[config.mk]
export PLATFORM = sky130hd
export DESIGN_NAME = dram_access_seq
export DESIGN_NICKNAME = d
export VERILOG_FILES = /design/src/rtl/dseq_pkg.sv /design/src/rtl/dseq_array.sv /design/src/rtl/dseq_merge.sv /design/src/rtl/dseq_ctrl.sv /design/src/rtl/dram_access_seq.sv
export SDC_FILE = /design/constraint.sdc
export NUM_CORES = 1
export LEC_CHECK = 0
export BUFFER_PORTS_ARGS = -buffer_cell sky130_fd_sc_hd__buf_2
export CORE_ASPECT_RATIO = 0.75
export CORE_MARGIN = 2
export CORE_UTILIZATION = 57
export CTS_CLUSTER_DIAMETER = 60
export DETAILED_ROUTE_END_ITERATION = 10
export HOLD_SLACK_MARGIN = 0.08
export PLACE_DENSITY = 0.8
export RECOVER_POWER = 25
export SLEW_MARGIN = 5
export SYNTH_ARGS = -nofsm -noshare
export SYNTH_HDL_FRONTEND = slang
export SYNTH_HIERARCHICAL = 1
export SYNTH_SLANG_ARGS = --single-unit
[constraint.sdc]
create_clock -name clk -period 2.95 [get_ports clk]
set_clock_uncertainty 0.1 [all_clocks]
set_input_delay 0.295 -clock clk [delete_from_list [all_inputs] [get_ports clk]]
set_output_delay 0.295 -clock clk [all_outputs]
set_load 0.01 [all_outputs]
[src/rtl/dseq_pkg.sv]
package dseq_pkg;

  localparam int unsigned DATA_W = 32;
  localparam int unsigned LANES  = DATA_W / 8;

  typedef enum logic [1:0] {
    ST_IDLE,
    ST_LAT,
    ST_BEAT,
    ST_RMW
  } seq_state_t;

  // placeholder check code: one parity bit per byte lane
  function automatic logic [LANES-1:0] lane_check(input logic [DATA_W-1:0] w);
    logic [LANES-1:0] c;
    for (int i = 0; i < LANES; i++) begin
      c[i] = ^w[8*i +: 8];
    end
    return c;
  endfunction

  // clocks from request to first read beat, counting the request clock
  function automatic int unsigned read_cycles(input logic fast, input logic errmode,
                                              input int unsigned quick, input int unsigned slow);
    return (fast && !errmode) ? quick : slow;
  endfunction

endpackage

[src/rtl/dseq_array.sv]
module dseq_array #(
  parameter int unsigned AW = 4,
  parameter int unsigned WW = 36
) (
  input  logic          clk,
  input  logic          rst_n,
  input  logic          we,
  input  logic [AW-1:0] waddr,
  input  logic [WW-1:0] wword,
  input  logic [AW-1:0] raddr,
  output logic [WW-1:0] rword
);
  localparam int unsigned DEPTH = 1 << AW;

  logic [WW-1:0] mem [DEPTH];

  always_ff @(posedge clk or negedge rst_n) begin
    if (!rst_n) begin
      for (int i = 0; i < DEPTH; i++) begin
        mem[i] <= '0;
      end
    end else if (we) begin
      mem[waddr] <= wword;
    end
  end

  assign rword = mem[raddr];

endmodule

[src/rtl/dseq_merge.sv]
module dseq_merge #(
  parameter int unsigned LANES = 4
) (
  input  logic [8*LANES-1:0] old_word,
  input  logic [8*LANES-1:0] new_word,
  input  logic [LANES-1:0]   lane_en,
  output logic [8*LANES-1:0] merged
);
  for (genvar g = 0; g < LANES; g++) begin : g_lane
    assign merged[8*g +: 8] = lane_en[g] ? new_word[8*g +: 8] : old_word[8*g +: 8];
  end
endmodule

[src/rtl/dseq_ctrl.sv]
module dseq_ctrl
  import dseq_pkg::*;
#(
  parameter int unsigned AW          = 4,
  parameter int unsigned BEATS       = 4,
  parameter int unsigned WR_LAT      = 2,
  parameter int unsigned FAST_RD_LAT = 4,
  parameter int unsigned SLOW_RD_LAT = 5,
  parameter int unsigned RMW_CYCLES  = 8
) (
  input  logic              clk,
  input  logic              rst_n,
  input  logic              req_valid,
  input  logic              req_write,
  input  logic              req_burst,
  input  logic [AW-1:0]     req_addr,
  input  logic [LANES-1:0]  req_be,
  input  logic [DATA_W-1:0] req_wdata,
  input  logic              inh_active,
  input  logic              fast_read,
  input  logic              err_report,
  input  logic [DATA_W-1:0] rword_data,
  output logic              ack,
  output logic              rd_beat,
  output logic              posted_ack,
  output logic              accept,
  output logic              idle,
  output logic              busy,
  output logic              mem_we,
  output logic [AW-1:0]     mem_waddr,
  output logic [DATA_W-1:0] mem_wdata,
  output logic [AW-1:0]     mem_raddr
);
  localparam int unsigned BEAT_W  = $clog2(BEATS);
  localparam int unsigned CNT_MAX = (RMW_CYCLES > SLOW_RD_LAT) ? RMW_CYCLES : SLOW_RD_LAT;
  localparam int unsigned CNT_W   = $clog2(CNT_MAX + 1);

  seq_state_t        state;
  logic [CNT_W-1:0]  cnt;
  logic [BEAT_W-1:0] beat;
  logic [AW-1:0]     hold_addr;
  logic              hold_write;
  logic              hold_burst;
  logic [LANES-1:0]  hold_be;
  logic [DATA_W-1:0] hold_wdata;
  logic [DATA_W-1:0] rmw_old;
  logic [DATA_W-1:0] merged_word;
  logic [AW-1:0]     beat_addr;
  logic              last_beat;
  logic              rmw_commit;
  logic              burst_wr_beat;
  int unsigned       lat_now;

  assign idle    = (state == ST_IDLE);
  assign accept  = idle && req_valid && !inh_active;
  assign lat_now = req_write ? WR_LAT : read_cycles(fast_read, err_report, FAST_RD_LAT, SLOW_RD_LAT);

  assign ack           = (state == ST_BEAT);
  assign rd_beat       = ack && !hold_write;
  assign burst_wr_beat = ack && hold_write && hold_burst;
  assign posted_ack    = ack && hold_write && !hold_burst;
  assign busy          = (state == ST_RMW);
  assign rmw_commit    = busy && (cnt == '0);
  assign last_beat     = !hold_burst || (beat == BEAT_W'(BEATS - 1));

  // burst beats wrap inside the aligned line
  assign beat_addr = {hold_addr[AW-1:BEAT_W], hold_addr[BEAT_W-1:0] + beat};

  assign mem_we    = burst_wr_beat || rmw_commit;
  assign mem_waddr = rmw_commit ? hold_addr : beat_addr;
  assign mem_wdata = rmw_commit ? merged_word : req_wdata;
  assign mem_raddr = busy ? hold_addr : beat_addr;

  dseq_merge #(.LANES(LANES)) u_merge (
    .old_word (rmw_old),
    .new_word (hold_wdata),
    .lane_en  (hold_be),
    .merged   (merged_word)
  );

  always_ff @(posedge clk or negedge rst_n) begin
    if (!rst_n) begin
      state      <= ST_IDLE;
      cnt        <= '0;
      beat       <= '0;
      hold_addr  <= '0;
      hold_write <= 1'b0;
      hold_burst <= 1'b0;
      hold_be    <= '0;
      hold_wdata <= '0;
      rmw_old    <= '0;
    end else begin
      case (state)
        ST_IDLE: begin
          if (accept) begin
            hold_addr  <= req_addr;
            hold_write <= req_write;
            hold_burst <= req_burst;
            hold_be    <= req_be;
            hold_wdata <= req_wdata;
            beat       <= '0;
            if (lat_now <= 32'd2) begin
              state <= ST_BEAT;
            end else begin
              state <= ST_LAT;
              cnt   <= CNT_W'(lat_now - 32'd3);
            end
          end
        end
        ST_LAT: begin
          if (cnt == '0) state <= ST_BEAT;
          else           cnt   <= cnt - 1'b1;
        end
        ST_BEAT: begin
          if (last_beat) begin
            if (hold_write && !hold_burst) begin
              state <= ST_RMW;
              cnt   <= CNT_W'(RMW_CYCLES - 1);
            end else begin
              state <= ST_IDLE;
            end
          end else begin
            beat <= beat + 1'b1;
          end
        end
        ST_RMW: begin
          // first busy clock reads the stored word; last one writes it back
          if (cnt == CNT_W'(RMW_CYCLES - 1)) rmw_old <= rword_data;
          if (cnt == '0) state <= ST_IDLE;
          else           cnt   <= cnt - 1'b1;
        end
        default: state <= ST_IDLE;
      endcase
    end
  end

endmodule

[src/rtl/dram_access_seq.sv]
module dram_access_seq
  import dseq_pkg::*;
#(
  parameter int unsigned AW          = 4,
  parameter int unsigned BEATS       = 4,
  parameter int unsigned WR_LAT      = 2,
  parameter int unsigned FAST_RD_LAT = 4,
  parameter int unsigned SLOW_RD_LAT = 5,
  parameter int unsigned RMW_CYCLES  = 8
) (
  input  logic              clk,
  input  logic              rst_n,
  input  logic              req_valid,
  input  logic              req_write,
  input  logic              req_burst,
  input  logic [AW-1:0]     req_addr,
  input  logic [LANES-1:0]  req_be,
  input  logic [DATA_W-1:0] req_wdata,
  input  logic [1:0]        snoop_ctl,
  input  logic              mem_inhibit,
  input  logic              fast_read,
  input  logic              err_report,
  output logic              ack,
  output logic [DATA_W-1:0] rdata,
  output logic              rdata_oe,
  output logic              rmw_busy
);
  localparam logic [1:0]  SNOOP_OFF = 2'b11;
  localparam int unsigned WW        = DATA_W + LANES;

  logic              inh_active;
  logic              seq_accept;
  logic              seq_idle;
  logic              seq_posted_ack;
  logic              rd_beat;
  logic              mem_we;
  logic [AW-1:0]     mem_waddr;
  logic [AW-1:0]     mem_raddr;
  logic [DATA_W-1:0] mem_wdata;
  logic [WW-1:0]     mem_wword;
  logic [WW-1:0]     rword;
  logic [DATA_W-1:0] rword_data;
  logic [LANES-1:0]  rword_chk;
  logic              rd_chk_ok;

  assign inh_active = mem_inhibit && (snoop_ctl != SNOOP_OFF);

  dseq_ctrl #(
    .AW(AW), .BEATS(BEATS), .WR_LAT(WR_LAT), .FAST_RD_LAT(FAST_RD_LAT),
    .SLOW_RD_LAT(SLOW_RD_LAT), .RMW_CYCLES(RMW_CYCLES)
  ) u_ctrl (
    .clk        (clk),
    .rst_n      (rst_n),
    .req_valid  (req_valid),
    .req_write  (req_write),
    .req_burst  (req_burst),
    .req_addr   (req_addr),
    .req_be     (req_be),
    .req_wdata  (req_wdata),
    .inh_active (inh_active),
    .fast_read  (fast_read),
    .err_report (err_report),
    .rword_data (rword_data),
    .ack        (ack),
    .rd_beat    (rd_beat),
    .posted_ack (seq_posted_ack),
    .accept     (seq_accept),
    .idle       (seq_idle),
    .busy       (rmw_busy),
    .mem_we     (mem_we),
    .mem_waddr  (mem_waddr),
    .mem_wdata  (mem_wdata),
    .mem_raddr  (mem_raddr)
  );

  assign mem_wword = {lane_check(mem_wdata), mem_wdata};

  dseq_array #(.AW(AW), .WW(WW)) u_array (
    .clk   (clk),
    .rst_n (rst_n),
    .we    (mem_we),
    .waddr (mem_waddr),
    .wword (mem_wword),
    .raddr (mem_raddr),
    .rword (rword)
  );

  assign rword_data = rword[DATA_W-1:0];
  assign rword_chk  = rword[DATA_W +: LANES];
  assign rd_chk_ok  = (lane_check(rword_data) == rword_chk);

  assign rdata_oe = rd_beat;
  assign rdata    = rd_beat ? rword_data : '0;

endmodule

# --- Word-level counts from Yosys, hierarchy flattened ---
# Index checks and enable logic that the tools add are counted.
classes:
  reduce_logical: 29
  addsub: 4
  n_mux: 32
  n_eq_ne: 14
  n_lt_le_gt_ge: 4
  n_bitwise: 2
op_table:
  columns: ["op", "n"]
  rows:
  - ["$bwmux W576", 1]
  - ["$bmux W36 S4", 1]
  - ["$demux W36 S4", 1]
  - ["$mux W32", 4]
  - ["$mux W36", 1]
  - ["$le A32 B2 Y1 const B", 1]
  - ["$mux W8", 4]
  - ["$reduce_xor A8 Y1", 4]
  - ["$mux W2", 10]
  - ["$mux W4", 5]
  - ["$ne A2 B2 Y1 const B", 8]
  - ["$pmux W4 S3", 1]
  - ["$ge A5 B5 Y1 const B", 2]
  - ["$logic_and A1 B1 Y1", 10]
  - ["$not A4 Y5", 2]
  - ["$pmux W2 S4", 1]
  - ["$eq A2 B2 Y1 const B", 3]
  - ["$lt A5 B1 Y1 const B", 1]
  - ["$reduce_and A5 Y1", 1]
  - ["$eq A4 B3 Y1 const B", 1]
  - ["$logic_not A1 Y1", 4]
  - ["$logic_not A4 Y1", 1]
  - ["$pmux W2 S2", 1]
  - ["$reduce_and A2 Y1", 2]
  - ["other kinds (14)", 15]
word_totals:
  output_inout_bits: 35
  wordCells: 110
  in_bits: 50
  reg_bits: 658

# --- Longest topological paths before layout ---
# Gate-level depths: netlist (run 1).
depth:
  depth_word: 9
  mapped_depth: 12
  depth_no_buf: 9

# --- Cells and area by module ---
# Netlist (run 1), hierarchy kept.
modules_own_cells:
  columns: ["module", "cells_each", "area_each_um2", "seq_area_each_um2", "instances"]
  rows:
  - ["dseq_array", 1570, 25897.3, 14413.8, 1]
  - ["dseq_ctrl", 269, 3895.0, 2052.0, 1]
  - ["dseq_merge", 36, 525.5, 0.0, 1]
  - ["dram_access_seq", 64, 464.2, 0.0, 1]

# --- Worst setup path before layout (run 1) ---
# OpenSTA, ideal clock, no wires.
synth_timing:
  kind: "reg2reg"
  start: "reg u_ctrl.cnt[0]"
  end: "reg u_array/mem[473] in the netlist's numbering"
  period_less_slack_ns: 3.044
  setup_ns: 0.125
  arrival_time_ns: 2.819
  slack_ns: -0.094
  path_stages_with_launch: 12
  cell_sequence: "dfrtp_1 -> inv_1 -> ha_1 -> and4bb_2 -> nand2_2 -> buf_6 -> nand2_1 -> xnor2_1 -> nand2_2 -> nor4_4 -> buf_2 -> mux2_2"
synth_between:
  elab_chain_cells: 9
  elab_cells_between_ends: 12
  cone_classes: "order compare (2); mux (5); bitwise (1); reduce/logical (4)"
synth_lines:
  columns: ["element", "line_no", "rtl"]
  rows:
  - ["start, declared", "dseq_ctrl.sv:39", "logic [CNT_W-1:0] cnt;"]
  - ["start signal, assigned", "dseq_ctrl.sv:106", "cnt <= CNT_W'(lat_now - 32'd3);"]
  - ["start signal, assigned", "dseq_ctrl.sv:112", "else cnt <= cnt - 1'b1;"]
  - ["start signal, assigned", "dseq_ctrl.sv:118", "cnt <= CNT_W'(RMW_CYCLES - 1);"]
  - ["$logic_not A4 Y1 *", "dseq_ctrl.sv:63", "assign rmw_commit = busy && (cnt == '0);"]
  - ["$logic_and A1 B1 Y1 *", "dseq_ctrl.sv:63", null]
  - ["$mux W2 *", "dseq_ctrl.sv:70", "assign mem_waddr = rmw_commit ? hold_addr : beat_addr;"]
  - ["net mem_waddr[1]", "dram_access_seq.sv:37", "logic [AW-1:0] mem_waddr;"]
  - ["$not A4 Y5 (not written as such) *", "dseq_array.sv:23", "mem[waddr] <= wword;"]
  - ["$ge A5 B5 Y1 (not written as such) or $lt A5 B1 Y1 (tied branches)", "dseq_array.sv:23", null]
  - ["$logic_and A1 B1 Y1 (not written as such)", "dseq_array.sv:23", null]
  - ["$mux W36 (not written as such)", "dseq_array.sv:23", null]
  - ["$demux W36 S4 *", "dseq_array.sv:23", null]
  - ["$bwmux W576 *", "dseq_array.sv:23", null]
  - ["end signal, assigned by index", "dseq_array.sv:23", null]
  - ["end, declared", "dseq_array.sv:15", "logic [WW-1:0] mem [DEPTH];"]
# The timed path passes the listed nets; every way through them passes the cells marked *.
# A chain may end at the register's enable or synchronous reset.

# --- Final worst setup path (run 1) ---
layout_timing:
  start: "reg u_ctrl.beat[0]"
  end: "out rdata[6]"
layout_between:
  elab_chain_cells: 7
layout_lines:
  columns: ["element", "line_no", "rtl"]
  rows:
  - ["start, declared", "dseq_ctrl.sv:40", "logic [BEAT_W-1:0] beat;"]
  - ["start signal, assigned", "dseq_ctrl.sv:123", "beat <= beat + 1'b1;"]
  - ["$add A2 B2 Y2", "dseq_ctrl.sv:67", "assign beat_addr = {hold_addr[AW-1:BEAT_W], hold_addr[BEAT_W-1:0] + beat};"]
  - ["$mux W2", "dseq_ctrl.sv:72", "assign mem_raddr = busy ? hold_addr : beat_addr;"]
  - ["net mem_raddr[1]", "dram_access_seq.sv:38", "logic [AW-1:0] mem_raddr;"]
  - ["$not A4 Y5 (not written as such)", "dseq_array.sv:27", "assign rword = mem[raddr];"]
  - ["$bmux W36 S4", "dseq_array.sv:27", null]
  - ["$mux W32 (not written as such) (2 in series)", "dseq_array.sv:27", null]
  - ["net rword[6]", "dram_access_seq.sv:41", "logic [WW-1:0] rword;"]
  - ["$mux W32", "dram_access_seq.sv:93", "assign rdata = rd_beat ? rword_data : '0;"]
  - ["end, declared", "dram_access_seq.sv:24", "output logic [DATA_W-1:0] rdata,"]
# The timed path passes the listed nets, and every way through them passes these cells. The select of a mux whose other input is x is not followed.

==> run summary, run 1 <==
* post-route clock period utilization: 120%
* gp weighted congestion: 0.807
* number of nets with antenna violations after detailed routing: 0
* slew of the pin with the lowest slew margin: 1.52 ns
* cells traversed along the worst timing path: ha_4, xor2_2, nand2b_1, xnor2_2, buf_12, buf_12, buf_12, mux4_2, a22oi_2, nand2_2, and2_1, buf_2
* TritonCTS buffer count: 57
* H-tree depth: 2
* Syn. warnings: 6
* CTS sink count: 594
* layout cells sized above 1: 58.9%
* 1st-iter DRT viols: 1324
* Slowest Stage Delay on Critical Path: 0.42 ns
* maximum fanout encountered on the critical timing path: 8
* height of the die: 195 microns
* synthesized netlist cell count: 1750
* most numerous cell on the critical path: buf_12
* Cell Area, Placed: 29600 sq um
* static leakage power: 15.8 nW
* core area: 47700 sq um
* Max Clk Rate: 282 MHz
* Final Worst Setup Slack: -0.599 ns
* antenna cell count: 0
* filler-free cell count of the finished design: 2616
* Worst setup EP type: primary output
* VDD IR max: 0.705 mV
* area of all placed cells without fillers: 32900 sq um
* worst endpoint data arrival time: 3.15 ns
* FF+latch area: 14900 sq um
* drt first pass iters: 5
* placed cell count: 2418
* Setup crit start kind: flop
* number of nets at the end of the flow: 1982
* Clock Latency Late Sink: 0.61 ns
* CP max stage cell: dfrtp_1
* setup TNS after final layout: -65.89 ns
* final slew viol count: 48
* Post-Syn Nets: 1804
* reg2reg start: u_ctrl/beat[0]
* Syn Area/Cell: 15.9 sq um
* P&R area growth vs syn: 18.6%
* PwrDens: 1080 nW/um^2
* final number of hold-violating endpoints: 0
* GRT Overall Usage: 28.0%
* Filler Cell Count: 3027
* Hold Path Class: input pin to flop
* minimum period implied by the final worst setup slack: 3.55 ns
* result of the run: finished, violations left
* Max-Slew Margin vs Limit: -1.48%
* total wire length after detailed routing: 70000 microns
* count of endpoints failing setup in the final report: 470
* number of port buffers: 84
* effective utilization at floorplan: 58.1%
* clock tree from TritonCTS: built
* residual DRC count: 0
* RSZ-0062 raised after global routing: true
* Site Rows: 69
* worst endpoint required time: 2.56 ns
* count of max-cap constraint violations: 1
* area of the die: 50500 sq um
* maximum buffer depth of the clock tree: 3
* CTS clk-pin slew, worst paths: 0.06 ns
* routed wirelength normalized by instance count: 26.8 microns
* number of vias per cell: 6.22
* total gr overflow: 0
* combined area of the multi-input logic cells: 12400 sq um
* global-route wire length before repair: 107000 microns
* via count of the first global-routing pass: 17600
* Netlist Area Pre-Place: 27700 sq um
* via count of the routed design: 16300
* violated checks: capacitance limit, slew limit, setup timing
* Root Buffer: clkbuf_16
* worst min-delay path startpoint: req_valid
* largest net degree at the start of global routing: 95
* Setup Crit Path Kind: flop to primary output
* count of pins on the block boundary: 85
* launch point of the worst path: u_ctrl/beat[0]
* detailed placement HPWL: 39900 microns
* Die Width: 259 microns
* number of antenna violations at the first check in global routing: 0
[flip-flops by register name (all words and copies together), names as in the netlist, 2 cells and up]
signal             flops
u_ctrl/hold_addr       4
u_ctrl/hold_be         4
u_ctrl/hold_wdata     32
u_ctrl/beat            2
u_array/mem          512
u_ctrl/state           2
u_ctrl/cnt             4
u_ctrl/rmw_old        32
[area by class of cell]
cell class              instances  share of cell area, %
clock inverters                20                  0.737
flip-flops and latches        594                   45.2
clock buffers                  88                   5.33
well taps                     639                   2.43
multi-input cells             995                   37.5
inverters                       5                 0.0570
repair buffers                275                   8.75
[metal layers]
metal	wire length (microns)	track usage [%]	share of wire, %
met1	30200	39.7	43
met2	33100	44.0	47
met3	4360	5.44	6.2
met4	2290	9.36	3.3
met5	0	0	0
[power breakdown]
group	switching [mW]	total [mW]	internal [mW]	leakage, nW
clock	3.22	7.68	4.46	0.988
sequential	1.57	12.2	10.6	8.07
combinational	6.82	15.8	8.93	6.79
[cells in the final DEF (no fill, tap or decap), types with 4 or more instances in the layout]
master and n:
nand2_2 9, mux2_4 80, nand2_1 29, a21oi_1 4
nor2_4 8, buf_6 16, buf_12 50, buf_16 6
mux2_2 547, clkinv_2 11, clkbuf_16 62, buf_4 68
inv_1 5, buf_2 77, and2_4 7, mux4_2 128
a22oi_2 31, nor3_4 7, bufinv_16 4, and2_1 26
nor3_1 4, dfrtp_1 594, dlygate4sd3_1 46, mux2_1 26
clkbuf_1 12, clkbuf_8 19, a22oi_1 33, nor2_1 6
[critical path: cells and delay by family, from the launching register on]
| family | cells | cell delay, ns |
|---|---|---|
| xor+xnor | 2 | 0.37 |
| simple gates | 3 | 0.37 |
| fa+ha+maj | 1 | 0.18 |
| mux | 1 | 0.32 |
| buf+inv | 4 | 0.64 |
| flops | 1 | 0.42 |
| compound gates | 1 | 0.23 |
[repair_timing]
action | CTS | global route
setup buffers | 26 | 8
hold buffers | 46 | 0
gates cloned | 5 | 5
hold endpoints to repair | 496 | 0
setup endpoints to repair | 60 | 399
gates resized for setup | 60 | 28
pin swaps | 27 | 20
[stage by stage]
| stage | power (mW) | utilization [%] | hold slack, ns | setup slack (ns) |
|---|---|---|---|---|
| 3_5_place_dp | 25.2 | 62.0 | 0.167 | -0.0560 |
| 2_1_floorplan | 20.9 | - | -0.101 | 0.00943 |
| 5_1_grt | 37.1 | 68.9 | 0.114 | -0.683 |
| 6_report | 35.6 | 68.9 | 0.123 | -0.599 |
| 4_1_cts | 34.7 | 68.4 | 0.0893 | -0.600 |
| 3_3_place_gp | 24.7 | 62.0 | 0.159 | -0.00950 |
[path summary, 6_finish.rpt]
kind	end	slack, ns	cells past startpoint
setup reg to reg	u_array/mem[344]	-0.26	13
min in group asynchronous	u_ctrl/hold_wdata[7]	0.50	2
hold / removal	u_ctrl/cnt[0]	0.12	4
max in group asynchronous	u_array/mem[90]	0.44	4
hold reg to reg	u_array/mem[295]	0.39	1
setup / recovery	rdata[6]	-0.60	12
(Power assumes the default switching activity.)
==> run 2, diff against run 1 <==
--- a/config.mk
+++ b/config.mk
@@ -12,7 +12,7 @@
 export CTS_CLUSTER_DIAMETER = 60
 export DETAILED_ROUTE_END_ITERATION = 10
 export HOLD_SLACK_MARGIN = 0.08
-export PLACE_DENSITY = 0.8
+export PLACE_DENSITY = 0.87
 export RECOVER_POWER = 25
 export SLEW_MARGIN = 5
 export SYNTH_ARGS = -nofsm -noshare
==> run 2 against run 1 <==
The flow still finishes with violations (capacitance limit, slew limit, setup timing). Routed wire length is 4.7% higher. Non-clock buffer count is 11 higher. Fmax is 1.3% higher. Clock power is 6.6% lower. Flip-flop and latch count stayed put. Setup slack better by 0.045 ns. Cell area is 0.17% higher. Critical path depth stayed put. Die area stayed put. Register-to-register slack worse by 0.08 ns. Global-route usage is 0.66 points higher. Count of clock-buffer cells in the layout is 7 lower. Largest cell class unchanged. Largest power group unchanged.
==> run summary, run 2 (synthesis gave the netlist of run 1 again) <==
* minimum period implied by the final worst setup slack: 3.50 ns, was 3.55 ns
* Die Width: 259 microns, unchanged
* routed wirelength normalized by instance count: 28.0 microns, was 26.8 microns
* number of vias per cell: 6.49, was 6.22
* clock tree from TritonCTS: built, unchanged
* total wire length after detailed routing: 73300 microns, was 70000 microns
* PwrDens: 1080 nW/um^2, about the same
* setup TNS after final layout: -16.90 ns, was -65.89 ns
* Worst setup EP type: primary output, unchanged
* via count of the routed design: 17000, was 16300
* Max-Slew Margin vs Limit: -45.8%, was -1.48%
* GRT Overall Usage: 28.7%, was 28.0%
* Final Worst Setup Slack: -0.554 ns, was -0.599 ns
* residual DRC count: 0, unchanged
* final total power: 35.8 mW, was 35.6 mW
* effective utilization at floorplan: 58.1%, unchanged
* 1st-iter DRT viols: 1527, was 1324
* gp weighted congestion: 0.827, was 0.807
* final number of hold-violating endpoints: 0, unchanged
* Root Buffer: clkbuf_16, unchanged
* number of nets with antenna violations after detailed routing: 0, unchanged
* result of the run: finished, violations left, unchanged
* drt first pass iters: 5, unchanged
* count of endpoints failing setup in the final report: 112, was 470
* VDD IR max: 0.706 mV, was 0.705 mV
* height of the die: 195 microns, unchanged
* Setup crit start kind: flop, unchanged
* worst endpoint required time: 2.56 ns, about the same
* global-route wire length before repair: 110000 microns, was 107000 microns
* TritonCTS buffer count: 55, was 57
* area of the die: 50500 sq um, unchanged
* number of nets at the end of the flow: 1992, was 1982
* largest net degree at the start of global routing: 91, was 95
* detailed placement HPWL: 41300 microns, was 39900 microns
* post-route clock period utilization: 119%, was 120%
* core area: 47700 sq um, unchanged
* maximum fanout encountered on the critical timing path: 7, was 8
* Hold Path Class: input pin to flop, unchanged
* violated checks: capacitance limit, slew limit, setup timing, unchanged
* Site Rows: 69, unchanged
* Clock Latency Late Sink: 0.60 ns, was 0.61 ns
* number of antenna violations at the first check in global routing: 0, unchanged
* most common cell after layout, fill and taps aside: dfrtp_1, unchanged
* layout cells sized above 1: 59.6%, was 58.9%
* Max Clk Rate: 285 MHz, was 282 MHz
* number of port buffers: 84, unchanged
* final slew viol count: 77, was 48
* total gr overflow: 0, unchanged
* Largest regs: u_array/mem (512), u_ctrl/hold_wdata (32), u_ctrl/rmw_old (32), unchanged
* CTS clk-pin slew, worst paths: 0.06 ns, about the same
* top library cells by usage in the layout, fill and taps aside: dfrtp_1 (594), mux2_2 (547), mux4_2 (128), unchanged
* Setup Crit Path Kind: flop to primary output, unchanged
* P&R area growth vs syn: 18.8%, was 18.6%
* slew of the pin with the lowest slew margin: 2.19 ns, was 1.52 ns
* static leakage power: 15.8 nW, about the same
* max FFs per register: 512, unchanged
* register name with the most flops: u_array/mem, unchanged
* via count of the first global-routing pass: 18400, was 17600
* CTS sink count: 594, unchanged
* count of pins on the block boundary: 85, unchanged
* RSZ-0062 raised after global routing: true, unchanged
* maximum buffer depth of the clock tree: 3, unchanged
* H-tree depth: 2, unchanged
* count of max-cap constraint violations: 1, unchanged
* worst endpoint data arrival time: 3.11 ns, was 3.15 ns
==> run 2: changes by cell type in the layout (fill, tap and decap cells not counted), sizes merged <==
cell      before  now
clkinv        13    9
buf          220  223
clkinvlp       2    0
bufinv         4    5
clkbuf        97   98
diode          0    1
inv            6    7
mux2         654  655
==> run 2: area by class of cell <==
type,instances,area [sq um]
Antenna cell,1,2.50
Tap cell,639,800
Clock buffer,81,1530
Clock inverter,16,239
Inverter,5,18.8
Timing Repair Buffer,286,3010
Multi-Input combinational cell,996,12500
Fill cell,2834,14800
Sequential cell,594,14900
==> run 2: final timing paths <==
check	cells past startpoint	startpoint	end	slack (ns)
hold / removal	4	req_valid	u_ctrl/cnt[0]	0.19
min in group asynchronous	2	rst_n	u_ctrl/hold_wdata[0]	0.81
max in group asynchronous	4	rst_n	u_array/mem[189]	-0.05
hold reg to reg	1	u_array/mem[410]	u_array/mem[410]	0.39
setup reg to reg	14	u_ctrl/hold_addr[0]	u_ctrl/rmw_old[11]	-0.34
setup / recovery	12	u_ctrl/hold_addr[0]	rdata[24]	-0.55
==> run 2: per-layer routing <==
metal  routed length, microns  part of all wire (%)  global-route usage [%]  vias to the layer above
met3                     5130                   7.0                    5.67                      238
met4                     2940                   4.0                    10.3                        0
met1                    29800                    41                    38.9                     9124
li1                         -                     -                       -                     6872
met5                        0                     0                       0                        -
met2                    35500                    48                    46.6                      757
==> run 2: timing repair <==
item / CTS / global route
endpoints found under the hold margin: 112 / 0
gates resized for setup: 78 / 28
buffers inserted: 27 / 10
endpoints found under the setup margin: 52 / 356
pin swaps: 37 / 31
gates cloned: 9 / 9
hold buffers: 46 / 0
==> run 2: metrics by stage <==
stage	utilization, %	hold WS [ns]	instance area (sq um)	setup slack (ns)	instances
finish	69.1	0.190	33000	-0.554	2618
global route	69.1	0.174	33000	-0.641	2617
CTS	68.3	0.137	32600	-0.522	2599
detailed placement	61.9	0.257	29600	-0.0927	2421
global placement	61.9	0.249	29600	-0.0230	2421
floorplan	-	-0.101	27800	0.00943	1750
==> run 2: worst max-delay path, stage by stage, from the launching register on <==
cell      delay (ns)
dfrtp_1         0.41
ha_4            0.19
xor2_4          0.16
nand2b_4        0.09
xnor2_4         0.17
buf_12          0.16
buf_12          0.17
buf_8           0.12
mux4_2          0.34
a22oi_2         0.25
nand2_1         0.12
and2_1          0.17
buf_2           0.13
==> run 2: report_power, final <==
part / internal [mW] / switching [mW]
clock: 4.05 / 3.12
sequential: 10.6 / 1.62
combinational: 9.19 / 7.18
total: 23.9 / 11.9
